### src/rtl/xbp_pkg.sv
package xbp_pkg;
  typedef enum logic [1:0] {
    ST_IDLE = 2'd0,
    ST_BUS  = 2'd1,
    ST_RESP = 2'd2
  } xbp_state_e;
endpackage

### src/rtl/xbp_sequencer.sv
module xbp_sequencer
  import xbp_pkg::*;
#(
  parameter int ADDR_W = 20,
  parameter int BEAT_W = 2
) (
  input  logic              clk,
  input  logic              rst_n,
  input  logic              req_valid,
  input  logic              req_write,
  input  logic [ADDR_W-1:0] req_addr,
  input  logic [BEAT_W-1:0] nbeats_in,
  input  logic              ext_ack,
  input  logic              rsp_ready,
  output logic              req_ready,
  output logic              accept,
  output logic [BEAT_W-1:0] beat,
  output logic              beat_done,
  output logic              is_write,
  output logic [ADDR_W-1:0] ext_addr,
  output logic              ext_rd,
  output logic              ext_wr,
  output logic              rsp_valid
);
  xbp_state_e        state_q;
  logic [ADDR_W-1:0] base_q;
  logic [BEAT_W-1:0] beat_q;
  logic [BEAT_W-1:0] last_q;
  logic              wr_q;

  assign req_ready = (state_q == ST_IDLE);
  assign accept    = req_ready && req_valid;
  assign beat      = beat_q;
  assign is_write  = wr_q;
  assign ext_addr  = base_q + ADDR_W'(beat_q);
  assign ext_rd    = (state_q == ST_BUS) && !wr_q;
  assign ext_wr    = (state_q == ST_BUS) && wr_q;
  assign beat_done = (state_q == ST_BUS) && ext_ack;
  assign rsp_valid = (state_q == ST_RESP);

  always_ff @(posedge clk) begin
    if (!rst_n) begin
      state_q <= ST_IDLE;
      base_q  <= '0;
      beat_q  <= '0;
      last_q  <= '0;
      wr_q    <= 1'b0;
    end else begin
      unique case (state_q)
        ST_IDLE: if (req_valid) begin
          base_q  <= req_addr;
          wr_q    <= req_write;
          beat_q  <= '0;
          last_q  <= nbeats_in - BEAT_W'(1);
          state_q <= ST_BUS;
        end
        ST_BUS: if (ext_ack) begin
          if (beat_q == last_q) state_q <= ST_RESP;
          else                  beat_q  <= beat_q + BEAT_W'(1);
        end
        ST_RESP: if (rsp_ready) state_q <= ST_IDLE;
        default: state_q <= ST_IDLE;
      endcase
    end
  end
endmodule

### src/rtl/xbp_wlane.sv
module xbp_wlane #(
  parameter int WORD_W = 24,
  parameter int BUS_W  = 16,
  parameter int LANE_W = 8,
  parameter int BEAT_W = 2
) (
  input  logic [WORD_W-1:0] wdata,
  input  logic              wide,
  input  logic [BEAT_W-1:0] beat,
  output logic [BUS_W-1:0]  dout
);
  localparam int EXT_W = WORD_W + BUS_W;
  localparam int SH_W  = $clog2(EXT_W + 1) + BEAT_W;

  logic [SH_W-1:0]  sh;
  logic [EXT_W-1:0] ext;

  always_comb begin
    sh   = wide ? SH_W'(beat) * SH_W'(BUS_W) : SH_W'(beat) * SH_W'(LANE_W);
    ext  = {{BUS_W{1'b0}}, wdata} >> sh;
    dout = wide ? ext[BUS_W-1:0] : {{(BUS_W-LANE_W){1'b0}}, ext[LANE_W-1:0]};
  end
endmodule

### src/rtl/xbp_rassemble.sv
module xbp_rassemble #(
  parameter int WORD_W = 24,
  parameter int BUS_W  = 16,
  parameter int LANE_W = 8,
  parameter int BEAT_W = 2
) (
  input  logic              clk,
  input  logic              rst_n,
  input  logic              clear,
  input  logic              capture,
  input  logic              wide,
  input  logic [BEAT_W-1:0] beat,
  input  logic [BUS_W-1:0]  din,
  output logic [WORD_W-1:0] rdata
);
  localparam int EXT_W = WORD_W + BUS_W;
  localparam int SH_W  = $clog2(EXT_W + 1) + BEAT_W;

  logic [SH_W-1:0]  sh;
  logic [BUS_W-1:0] lane;
  logic [EXT_W-1:0] placed;

  always_comb begin
    sh     = wide ? SH_W'(beat) * SH_W'(BUS_W) : SH_W'(beat) * SH_W'(LANE_W);
    lane   = wide ? din : {{(BUS_W-LANE_W){1'b0}}, din[LANE_W-1:0]};
    placed = {{WORD_W{1'b0}}, lane} << sh;
  end

  always_ff @(posedge clk) begin
    if (!rst_n || clear) rdata <= '0;
    else if (capture)    rdata <= rdata | placed[WORD_W-1:0];
  end
endmodule

### src/rtl/xbus_word_packer.sv
module xbus_word_packer #(
  parameter int ADDR_W = 20,
  parameter int BUS_W  = 16,
  parameter int LANE_W = 8,
  parameter int WORD_S = 16,
  parameter int WORD_L = 24
) (
  input  logic              clk,
  input  logic              rst_n,
  input  logic              cfg_wide,
  input  logic              req_valid,
  output logic              req_ready,
  input  logic              req_write,
  input  logic              req_size24,
  input  logic [ADDR_W-1:0] req_addr,
  input  logic [WORD_L-1:0] req_wdata,
  output logic              rsp_valid,
  input  logic              rsp_ready,
  output logic [WORD_L-1:0] rsp_rdata,
  output logic [ADDR_W-1:0] ext_addr,
  output logic [BUS_W-1:0]  ext_dout,
  input  logic [BUS_W-1:0]  ext_din,
  output logic              ext_rd,
  output logic              ext_wr,
  input  logic              ext_ack
);
  localparam int NB_NS  = (WORD_S + LANE_W - 1) / LANE_W;
  localparam int NB_NL  = (WORD_L + LANE_W - 1) / LANE_W;
  localparam int NB_WS  = (WORD_S + BUS_W - 1) / BUS_W;
  localparam int NB_WL  = (WORD_L + BUS_W - 1) / BUS_W;
  localparam int BEAT_W = $clog2(NB_NL + 1);

  logic              accept, beat_done, is_write;
  logic [BEAT_W-1:0] beat, nbeats;
  logic [WORD_L-1:0] wdata_q, wdata_masked;
  logic              wide_q;

  always_comb begin
    if (cfg_wide) nbeats = req_size24 ? BEAT_W'(NB_WL) : BEAT_W'(NB_WS);
    else          nbeats = req_size24 ? BEAT_W'(NB_NL) : BEAT_W'(NB_NS);
    wdata_masked = req_size24 ? req_wdata : WORD_L'(req_wdata[WORD_S-1:0]);
  end

  always_ff @(posedge clk) begin
    if (!rst_n) begin
      wdata_q <= '0;
      wide_q  <= 1'b0;
    end else if (accept) begin
      wdata_q <= wdata_masked;
      wide_q  <= cfg_wide;
    end
  end

  xbp_sequencer #(.ADDR_W(ADDR_W), .BEAT_W(BEAT_W)) u_seq (
    .clk(clk), .rst_n(rst_n), .req_valid(req_valid), .req_write(req_write),
    .req_addr(req_addr), .nbeats_in(nbeats), .ext_ack(ext_ack),
    .rsp_ready(rsp_ready), .req_ready(req_ready), .accept(accept),
    .beat(beat), .beat_done(beat_done), .is_write(is_write),
    .ext_addr(ext_addr), .ext_rd(ext_rd), .ext_wr(ext_wr),
    .rsp_valid(rsp_valid)
  );

  xbp_wlane #(.WORD_W(WORD_L), .BUS_W(BUS_W), .LANE_W(LANE_W), .BEAT_W(BEAT_W)) u_wl (
    .wdata(wdata_q), .wide(wide_q), .beat(beat), .dout(ext_dout)
  );

  xbp_rassemble #(.WORD_W(WORD_L), .BUS_W(BUS_W), .LANE_W(LANE_W), .BEAT_W(BEAT_W)) u_ra (
    .clk(clk), .rst_n(rst_n), .clear(accept),
    .capture(beat_done && !is_write), .wide(wide_q), .beat(beat),
    .din(ext_din), .rdata(rsp_rdata)
  );
endmodule

### config.mk
export PLATFORM = sky130hd
export DESIGN_NAME = xbus_word_packer
export DESIGN_NICKNAME = d
export VERILOG_FILES = /design/src/rtl/xbp_pkg.sv /design/src/rtl/xbp_sequencer.sv /design/src/rtl/xbp_wlane.sv /design/src/rtl/xbp_rassemble.sv /design/src/rtl/xbus_word_packer.sv
export SDC_FILE = /design/constraint.sdc
export NUM_CORES = 1
export LEC_CHECK = 0
export ABC_AREA = 0
export BUFFER_PORTS_ARGS = -buffer_cell sky130_fd_sc_hd__buf_2
export CAP_MARGIN = 20
export CORE_MARGIN = 5
export CORE_UTILIZATION = 29
export CTS_CLUSTER_DIAMETER = 40
export DETAILED_ROUTE_END_ITERATION = 8
export GPL_TIMING_DRIVEN = 0
export PLACE_DENSITY = 0.54
export SLEW_MARGIN = 20
export SYNTH_ARGS = -nofsm -noshare
export SYNTH_HDL_FRONTEND = slang
export SYNTH_HIERARCHICAL = 1
export SYNTH_SLANG_ARGS = --single-unit
### constraint.sdc
create_clock -name clk -period 2.5 [get_ports clk]
set_input_delay 0.125 -clock clk [delete_from_list [all_inputs] [get_ports clk]]
set_output_delay 0.125 -clock clk [all_outputs]
set_load 0.005 [all_outputs]
==> impl_metrics.csv, run 1 <==
group,metric,value,unit
cts,htree_levels,3,
final_layout,layoutNonFillerInstCount,735,
detailed_routing,postRouteAntennaNets,0,
min_path,worstHoldPathType,"in2reg",
critical_path,crit_path_end_kind,"output pin",
timing,min_period,2430,ps
synth,synth-edff-count,0,
synth,async_flop_share,0,%
synth,ys.flop_type,"dfxtp_1",
synth,seq_area_frac_synth,40.2,%
floorplanning,ios,132,
detailed_routing,routedWlPerCell,14.9,um
detailed_routing,drt-total-wl,11000,um
grt,grt_max_degree,14,
grt,grt.total_usage,14.3,%
synth,synth_top_area_cell,"dfxtp_1",
synth,syn_nets,483,
power,leakage,2.33,nW
cts,clk_pin_slew,60,ps
critical_path,path_class,"reg2out",
grt,antenna_found_initial,0,
final_layout,regArea,0.00153,sq mm
power,power_density,607,mW/mm^2
power,irDropWorstVdd,0.277,mV
timing,max_freq,0.412,GHz
critical_path,start_kind,"flop",
timing,finalHoldViolations,0,
detailed_routing,remaining_drc_errors,0,
floorplanning,core-area,0.0127,sq mm
floorplanning,die_h,124,um
timing,slew-limit-headroom,59.1,%
grt,grt_pass1_vias,3508,
outcome,status,"complete, no violations",
placed_design,gp_congestion,0.820,
floorplanning,rows,41,
placed_design,place_inst,713,
cts,cts_buffers,9,
critical_path,cp_max_fo,5,
timing,setup_tns,0,ps
grt,grt_pass1_wl,17900,um
flow_run,drv_cap,0,
timing,finalMaxSlewViolations,0,
final_layout,fin_nets,630,
detailed_routing,via_count,3392,
final_layout,diodes,0,
final_layout,drive_gt1_share,35.5,%
timing,clock_skew,8.85,ps
cts,numClockSinks,76,
synth,synthCells,411,
synth,yosysTopAreaCellShare,40.2,%
critical_path,worstPathArrival,2300,ps
grt,grt_overflow,0,
synth,yosys_warnings,6,
detailed_routing,dr.first_iter.drc_count,214,
placed_design,dp_hpwl,8380,um
cts,clock_latency,340,ps
cts,root_buffer,"clkbuf_16",
final_layout,area_delta_synth_final,33.2,%
cts,cts_tree,"yes",
synth,synth-seq-cells,76,
timing,final-setup-viol-count,0,
detailed_routing,viasPerCell,4.61,
synth,syn_area,0.00379,sq mm
timing,worst_pin_slew,612,ps
critical_path,critPathRequiredTime,2380,ps
floorplanning,die_area,0.0155,sq mm
synth,avgSynthCellArea,9.22,sq um
synth,synth_area_leaders,"dfxtp_1, nand2_1, mux2i_1",
floorplanning,die_w,124,um
final_layout,fill_cells,1368,
cts,clockBufferDepth,2,
floorplanning,start_util,29.8,%
final_layout,multi_input_area,0.00207,sq mm
placed_design,port-buffer-count,130,
detailed_routing,first_pass_iters,4,
synth,synth_cell_types,53,
timing,rsz0062_at_grt,"yes",
timing,finalCritPeriodShare,97.0,%
timing,hold_ws,15.3,ps
flip-flops by register name, indices dropped and copies added (netlist names):
name	count
u_seq/state_q	2
u_seq/is_write	1
wdata_q	24
u_seq/beat	2
wide_q	1
u_ra/rdata	24
u_seq/base_q	20
u_seq/last_q	2
power breakdown:
part / switching [W] / internal (W)
Sequential: 0.0000559 / 0.00127
Combinational: 0.000222 / 0.000218
Clock: 0.000525 / 0.000773
metal layers:
layer | vias to the layer above | global-route usage (%) | share of wire [%]
li1 | 1716 | - | -
met1 | 1572 | 17.7 | 46
met2 | 90 | 23.6 | 48
met3 | 14 | 3.00 | 4.0
met4 | 0 | 6.83 | 2.0
met5 | - | 0 | 0
layout by cell type (no fill, tap or decap), drive strengths merged, types with 15 or more instances in the layout:
cell,count
buf,148
dfxtp,76
nand2,70
clkbuf,24
nor2b,23
a21boi,22
mux2i,18
inv,16
nor2,15
stage by stage:
stage	worst slack [ps]	utilization, %	power [W]	instance area, sq um
2_1_floorplan	216	-	0.00161	3790
3_3_place_gp	-221	36.6	0.00179	4650
3_5_place_dp	-233	36.6	0.00180	4650
4_1_cts	-47.5	39.3	0.00311	5000
5_1_grt	-28.5	39.7	0.00322	5040
6_report	73.8	39.7	0.00306	5040
Yosys cell counts, types with 4 or more instances:
library cell   n
buf_2          4
xnor2_1       11
a21oi_1       10
inv_1         14
a22o_1         8
a21boi_1       4
nor2b_1       22
buf_6          6
a21boi_0      18
a22oi_1        8
mux2_2         7
and2_1        10
nor3_1         4
nor2_1        15
a221o_1        8
and4bb_2       8
dfxtp_1       76
xor2_1        10
mux2i_1       18
nand4_1       11
clkbuf_1      13
nand3b_1      11
o21ai_1        8
nand2_1       69
cell families after synthesis:
logic type	after synthesis	share of synthesized area, %
muxes	26	7.23
DFF	76	40.2
buffers and inverters	42	6.34
AOI/OAI and AO/OA	71	14.1
adders and majority gates	4	1.52
and+or+nand+nor	171	25.8
xor gates and xnor gates	21	4.85
final timing paths:
path | from | slack [ps] | end | depth (start not counted)
worst min register to register | u_ra/rdata[9] | 450 | u_ra/rdata[9] | 2
worst min-delay path | req_addr[12] | 20 | u_seq/base_q[12] | 3
worst max register to register | u_seq/state_q[0] | 330 | u_ra/rdata[10] | 8
worst max-delay path | u_seq/beat[0] | 70 | ext_addr[14] | 8
repair_timing:
item                                    in CTS  in global routing
resized for setup                            8                  6
endpoints found under the hold margin        1                  0
pin swaps                                    1                  6
buffers inserted                             2                  3
endpoints found under the setup margin      12                  6
hold buffers                                 1                  0
final cells by class:
cell class              count  share of cell area, %
well taps                 172                   4.27
plain buffers              27                   3.65
clock buffers              10                   4.54
repair buffers            136                   13.8
inverters                  15                   1.12
multi-input cells         293                   41.0
flip-flops and latches     76                   30.3
clock inverters             6                   1.26
critical path, cell delays in order, from the launching register on:
cell	delay [ps]
dfxtp_4	360
ha_4	130
inv_2	30
fa_2	320
nand3b_1	190
or3_4	460
nor3_2	210
xnor2_1	130
buf_2	130
No activity file was read; power rests on OpenSTA's default activity.
==> run 2: changes to the inputs <==
- ABC_CLOCK_PERIOD_IN_PS: default -> 2400
- clock period: 2.5 -> 2.4 ns (I/O delays scaled with it)
==> run 2 against run 1 <==
Compared with the run above: global-route usage grew 0.14 points; register-to-register slack got worse by 110 ps; via count is 0.27% higher; worst setup slack got worse by 38 ps; critical endpoint unchanged.
==> impl_metrics.csv, run 2 (same netlist as run 1, synthesis figures left out) <==
group,metric,value,unit
final_layout,drive_gt1_share,35.1,%
timing,rsz0062_at_grt,"yes",
final_layout,design_area,0.00505,sq mm
detailed_routing,first_pass_iters,5,
floorplanning,die_w,124,um
timing,clock_skew,9.55,ps
floorplanning,die_h,124,um
detailed_routing,dr.first_iter.drc_count,240,
critical_path,critPathSlowestCell,"or3_4",
final_layout,final_common_cell,"buf_2",
critical_path,cp_cell_sequence,"ha_4 -> inv_2 -> fa_2 -> nand3b_1 -> or3_4 -> nor3_1 -> xnor2_1 -> buf_2",
timing,finalMaxSlewViolations,0,
critical_path,critPathRequiredTime,2280,ps
critical_path,cpLargestDelayFamily,"simple AND/OR/NAND/NOR gates",
timing,setup_tns,0,ps
cts,clk_pin_slew,60,ps
cts,clockBufferDepth,2,
critical_path,r2r_cells,8,
min_path,worstHoldPathType,"in2reg",
cts,numClockSinks,76,
critical_path,critPathMaxStageDelay,410,ps
grt,grt_pass1_vias,3531,
critical_path,reg2reg_slack,220,ps
critical_path,reg2reg_from,"u_seq/state_q[0]",
grt,grt_pass1_wl,18100,um
cts,cts_tree,"yes",
final_layout,layout.cells.most_common_list,"buf_2, dfxtp_1, nand2_1",
power,power,0.00319,W
grt,grt_overflow,0,
detailed_routing,remaining_drc_errors,0,
timing,max_freq,0.423,GHz
final_layout,layoutNonFillerInstCount,736,
timing,min_period,2360,ps
placed_design,port-buffer-count,130,
final_layout,multi_input_area,0.00207,sq mm
detailed_routing,routedWlPerCell,15.0,um
critical_path,critPathBufInv,2,
floorplanning,start_util,29.8,%
timing,finalCritPeriodShare,98.5,%
floorplanning,ios,132,
timing,final-setup-viol-count,0,
final_layout,diodes,0,
flow_run,drv_cap,0,
grt,grt.total_usage,14.4,%
timing,slew-limit-headroom,59.2,%
timing,finalHoldViolations,0,
critical_path,cp_max_fo,5,
floorplanning,core-area,0.0127,sq mm
detailed_routing,viasPerCell,4.62,
detailed_routing,drt-total-wl,11100,um
grt,antenna_found_initial,0,
cts,clock_latency,340,ps
final_layout,regArea,0.00153,sq mm
timing,worst_pin_slew,610,ps
cts,htree_levels,3,
final_layout,fin_nets,631,
outcome,status,"complete, no violations",
critical_path,r2r_end,"u_ra/rdata[10]",
critical_path,worstPathArrival,2240,ps
final_layout,fill_cells,1371,
placed_design,dp_hpwl,8380,um
final_layout,utilization,39.7,%
placed_design,place_inst,713,
final_layout,area_delta_synth_final,33.4,%
placed_design,gp_congestion,0.820,
floorplanning,die_area,0.0155,sq mm
final_layout,reg_top3,"u_ra/rdata: 24 flops, wdata_q: 24 flops, u_seq/base_q: 20 flops",
critical_path,path_class,"reg2out",
detailed_routing,via_count,3401,
grt,grt_max_degree,14,
power,leakage,2.34,nW
critical_path,worst-path-stages,8,
critical_path,crit_end,"ext_addr[14]",
power,irDropWorstVdd,0.289,mV
critical_path,crit_path_end_kind,"output pin",
critical_path,start_kind,"flop",
detailed_routing,postRouteAntennaNets,0,
critical_path,setup.worst_path.start,"u_seq/beat[0]",
cts,cts_buffers,9,
floorplanning,rows,41,
cts,root_buffer,"clkbuf_16",
power,power_density,632,mW/mm^2
placed_design,dpl_cell_area,0.00465,sq mm
[run 2: changes by cell type in the layout (fill, tap and decap cells not counted)]
cell / change
buf_6: -1
nor3_1: +1
nor3_4: +1
dlygate4sd3_1: +2
nor3_2: -2
[run 2: final cells by class]
cell class,count,area share [%]
flip-flops and latches,76,30.3
clock inverters,6,1.26
plain buffers,26,3.42
well taps,172,4.26
inverters,15,1.11
repair buffers,138,14.2
clock buffers,10,4.53
multi-input cells,293,40.9
[run 2: worst register-to-register path, cell delays in order (launching register included)]
cell and delay [ps]:
dfxtp_1 360, or3b_1 380, clkbuf_1 200, inv_2 170, buf_2 290, nor2b_2 80, buf_6 150, nand3b_1 300
o21ai_1 130
[run 2: through the flow]
step / setup slack (ps) / hold slack [ps]
after CTS: -77.6 / 0.728
after global routing: -73.5 / 8.50
final: 35.8 / 20.5
after detailed placement: -328 / 365
after global placement: -316 / 362
after floorplan: 121 / 245
[run 2: power by group]
group	leakage (nW)	switching [W]	internal (W)
combinational	1.58	0.000232	0.000229
clock	0.139	0.000545	0.000805
sequential	0.622	0.0000579	0.00132
[run 2: how the worst min path moves through the flow]
stage          cells after the start              end  slack (ps)         from
2_1_floorplan                      1   u_ra/rdata[16]         250   ext_din[0]
3_3_place_gp                       3  u_seq/base_q[3]         360  req_addr[3]
3_5_place_dp                       2   u_ra/rdata[16]         360   ext_din[0]
4_1_cts                            2   u_ra/rdata[20]         0.7   ext_din[4]
5_1_grt                            2   u_ra/rdata[20]           9   ext_din[4]
6_report                           3  u_seq/base_q[2]          20  req_addr[2]
[run 2: metal layers]
layer | GRT usage [%] | vias to the layer above | wire length [um]
met5 | 0 | - | 0
met4 | 6.96 | 0 | 221
met3 | 3.00 | 14 | 494
met2 | 23.8 | 96 | 5310
met1 | 17.9 | 1571 | 5040
li1 | - | 1720 | -
[run 2: timing repair]
item                                    4_1_cts  5_1_grt
cloned                                        0        0
setup buffers                                 5        0
endpoints found under the setup margin       13        6
hold buffers                                  3        0
hold endpoints to repair                      3        0
pin swaps                                     4        4
gates resized for setup                      13        1
==> run 3: changes to the inputs <==
- SYNTH_HIERARCHICAL: 1 -> default
==> run 3 against run 2 <==
Compared with the run above: design area decreased by 3.9%; core utilization shrank 0.94 points; routed wire length fell by 1.2%; first-iteration DRC count shrank 34%; largest power group is now the clock network; clock skew fell by 4.9 ps; largest cell class unchanged; non-clock buffer count down 3.
==> impl_metrics.csv, run 3 <==
group,metric,value,unit
timing,layout_setup_ws,148,ps
synth,syn_nets,512,
grt,grt_overflow,0,
grt,grt_max_degree,14,
critical_path,critPathMaxStageDelay,360,ps
detailed_routing,remaining_drc_errors,0,
synth,yosys_warnings,0,
synth,seq_area_frac_synth,41.5,%
detailed_routing,via_count,3472,
critical_path,start_kind,"flop",
synth,yosys-top-cells-count,"nand2_1, dfxtp_1, a21oi_1",
critical_path,worst-path-stages,7,
floorplanning,rows,41,
placed_design,port-buffer-count,130,
placed_design,gp_congestion,0.824,
synth,synth_cell_types,46,
grt,grt.total_usage,14.8,%
final_layout,fill_cells,1362,
floorplanning,die_area,0.0150,sq mm
final_layout,layoutNonFillerInstCount,758,
synth,async_flop_share,0,%
timing,setup_tns,0,ps
grt,grtUsageMet1,19.8,%
timing,max_freq,0.444,GHz
outcome,status,"complete, no violations",
detailed_routing,dr.first_iter.drc_count,158,
grt,grt_pass1_vias,3539,
critical_path,critPathSlowestCell,"dfxtp_1",
synth,synth-edff-count,0,
cts,clk_pin_slew,60,ps
detailed_routing,drt-total-wl,10900,um
grt,grt_pass1_wl,17500,um
power,leakage,2.11,nW
timing,finalMaxSlewViolations,0,
timing,rsz0062_at_grt,"no",
critical_path,critPathBufInv,1,
synth,ys.flop_type,"dfxtp_1",
final_layout,area_delta_synth_final,32.5,%
critical_path,r2r_end,"u_ra.rdata[18]",
power,power_density,672,mW/mm^2
placed_design,dpl_cell_area,0.00453,sq mm
critical_path,cp_max_fo,6,
floorplanning,die_w,122,um
synth,synth.most_common_cell,"nand2_1",
floorplanning,die_h,122,um
cts,numClockSinks,76,
grt,met2_usage,23.6,%
critical_path,path_class,"reg2out",
detailed_routing,postRouteAntennaNets,0,
synth,avgSynthCellArea,8.33,sq um
critical_path,worstPathArrival,2130,ps
timing,clock_skew,4.64,ps
final_layout,design_area,0.00486,sq mm
final_layout,layout.cells.most_common_list,"buf_2, nand2_1, dfxtp_1",
final_layout,reg_top3,"u_ra.rdata: 24 flops, wdata_q: 24 flops, u_seq.base_q: 20 flops",
timing,slew-limit-headroom,66.0,%
synth,yosysTopAreaCellShare,41.5,%
cts,cts_buffers,9,
timing,finalCritPeriodShare,93.8,%
critical_path,reg2reg_from,"u_seq.beat[1]",
synth,syn_area,0.00366,sq mm
placed_design,dp_hpwl,8450,um
synth,synthCells,440,
grt,busiest_layer,"met2",
timing,finalHoldViolations,0,
floorplanning,core-area,0.0125,sq mm
critical_path,crit_end,"ext_addr[10]",
final_layout,diodes,0,
critical_path,r2r_cells,5,
synth,synth-seq-cells,76,
critical_path,reg2reg_slack,860,ps
cts,post_cts_resize_count,0,
synth,synth_area_leaders,"dfxtp_1, nand2_1, a21boi_0",
critical_path,setup.worst_path.start,"u_seq.beat[0]",
cts,cts_tree,"yes",
final_layout,final_common_cell,"buf_2",
flow_run,drv_cap,0,
cts,clock_latency,320,ps
grt,met3_usage,3.36,%
power,irDropWorstVdd,0.398,mV
detailed_routing,first_pass_iters,4,
cts,cts_setup_buffers,0,
critical_path,crit_path_end_kind,"output pin",
cts,root_buffer,"clkbuf_16",
critical_path,cpLargestDelayFamily,"simple AND/OR/NAND/NOR gates",
synth,synth_top_area_cell,"dfxtp_1",
detailed_routing,routedWlPerCell,14.4,um
timing,final-setup-viol-count,0,
cts,clockBufferDepth,2,
detailed_routing,viasPerCell,4.58,
min_path,worstHoldPathType,"in2reg",
critical_path,critPathRequiredTime,2280,ps
min_path,hp-start,"req_addr[19]",
cts,ctsHoldBuffers,0,
final_layout,drive_gt1_share,29.9,%
cts,htree_levels,3,
placed_design,place_inst,742,
grt,antenna_found_initial,0,
floorplanning,start_util,29.3,%
final_layout,fin_nets,653,
timing,min_period,2250,ps
floorplanning,ios,132,
timing,worst_pin_slew,507,ps
power,power,0.00327,W
placed_design,pre_cts_slack,494,ps
critical_path,cp_cell_sequence,"ha_1 -> fa_1 -> nand3_1 -> nor2_2 -> and4_1 -> xor2_1 -> buf_2",
[run 3: changes by cell type in the layout (fill, tap and decap cells not counted), sizes merged, moves of 9 or more]
cell	change
nand3	+14
inv	-14
a21oi	+23
nand2	+31
mux2i	-16
nor2b	-9
nand3b	-10
nor2	+19
a21boi	+28
[run 3: cells by family (layout without fill, tap and decap cells)]
group | after synthesis | in the layout | share of synthesized area [%]
multiplexers | 2 | 2 | 0.546
AO/OA/AOI/OAI | 112 | 112 | 20.9
adder cells (fa/ha/maj) | 4 | 4 | 1.57
XOR/XNOR | 20 | 20 | 4.78
AND/OR/NAND/NOR | 193 | 193 | 25.4
flip-flops | 76 | 76 | 41.5
buffers and inverters | 33 | 179 | 5.29
[run 3: how the worst min path moves through the flow]
stage | cells after the start | slack [ps] | end
final | 3 | 30 | u_seq.base_q[19]
after global placement | 3 | 360 | u_seq.base_q[19]
after global routing | 3 | 20 | wdata_q[8]
after floorplan | 2 | 250 | wdata_q[0]
after CTS | 3 | 20 | u_seq.base_q[19]
after detailed placement | 3 | 370 | u_seq.base_q[19]
[run 3: power breakdown]
part	total, W	switching, W	internal [W]
clock network	0.00147	0.000528	0.000939
registers	0.00137	0.0000493	0.00132
logic	0.000428	0.000231	0.000197
[run 3: worst reg2reg max path, delay by kind of cell (launching register included)]
family          cells  cell delay (ps)
flops               1              420
buf+inv             1              170
compound gates      2              380
simple gates        2              500
[run 3: per-stage QoR]
step | utilization, % | hold WS [ps]
3_3_place_gp | 36.2 | 361
6_report | 38.8 | 27.9
3_5_place_dp | 36.2 | 367
5_1_grt | 38.8 | 21.6
4_1_cts | 38.8 | 15.4
2_1_floorplan | - | 255
[run 3: metal layers]
layer / part of all wire [%] / vias up
li1: - / 1768
met1: 48 / 1582
met2: 44 / 110
met3: 6.7 / 12
met4: 1.3 / 0
met5: 0 / -
[run 3: layout make-up]
| type | instances | area, sq um | share of cell area [%] |
|---|---|---|---|
| Buffer | 31 | 186 | 3.84 |
| Multi-Input combinational cell | 331 | 1950 | 40.1 |
| Tap cell | 172 | 215 | 4.43 |
| Sequential cell | 76 | 1520 | 31.3 |
| Clock inverter | 6 | 87.6 | 1.80 |
| Clock buffer | 10 | 239 | 4.92 |
| Timing Repair Buffer | 130 | 651 | 13.4 |
| Inverter | 2 | 7.51 | 0.155 |
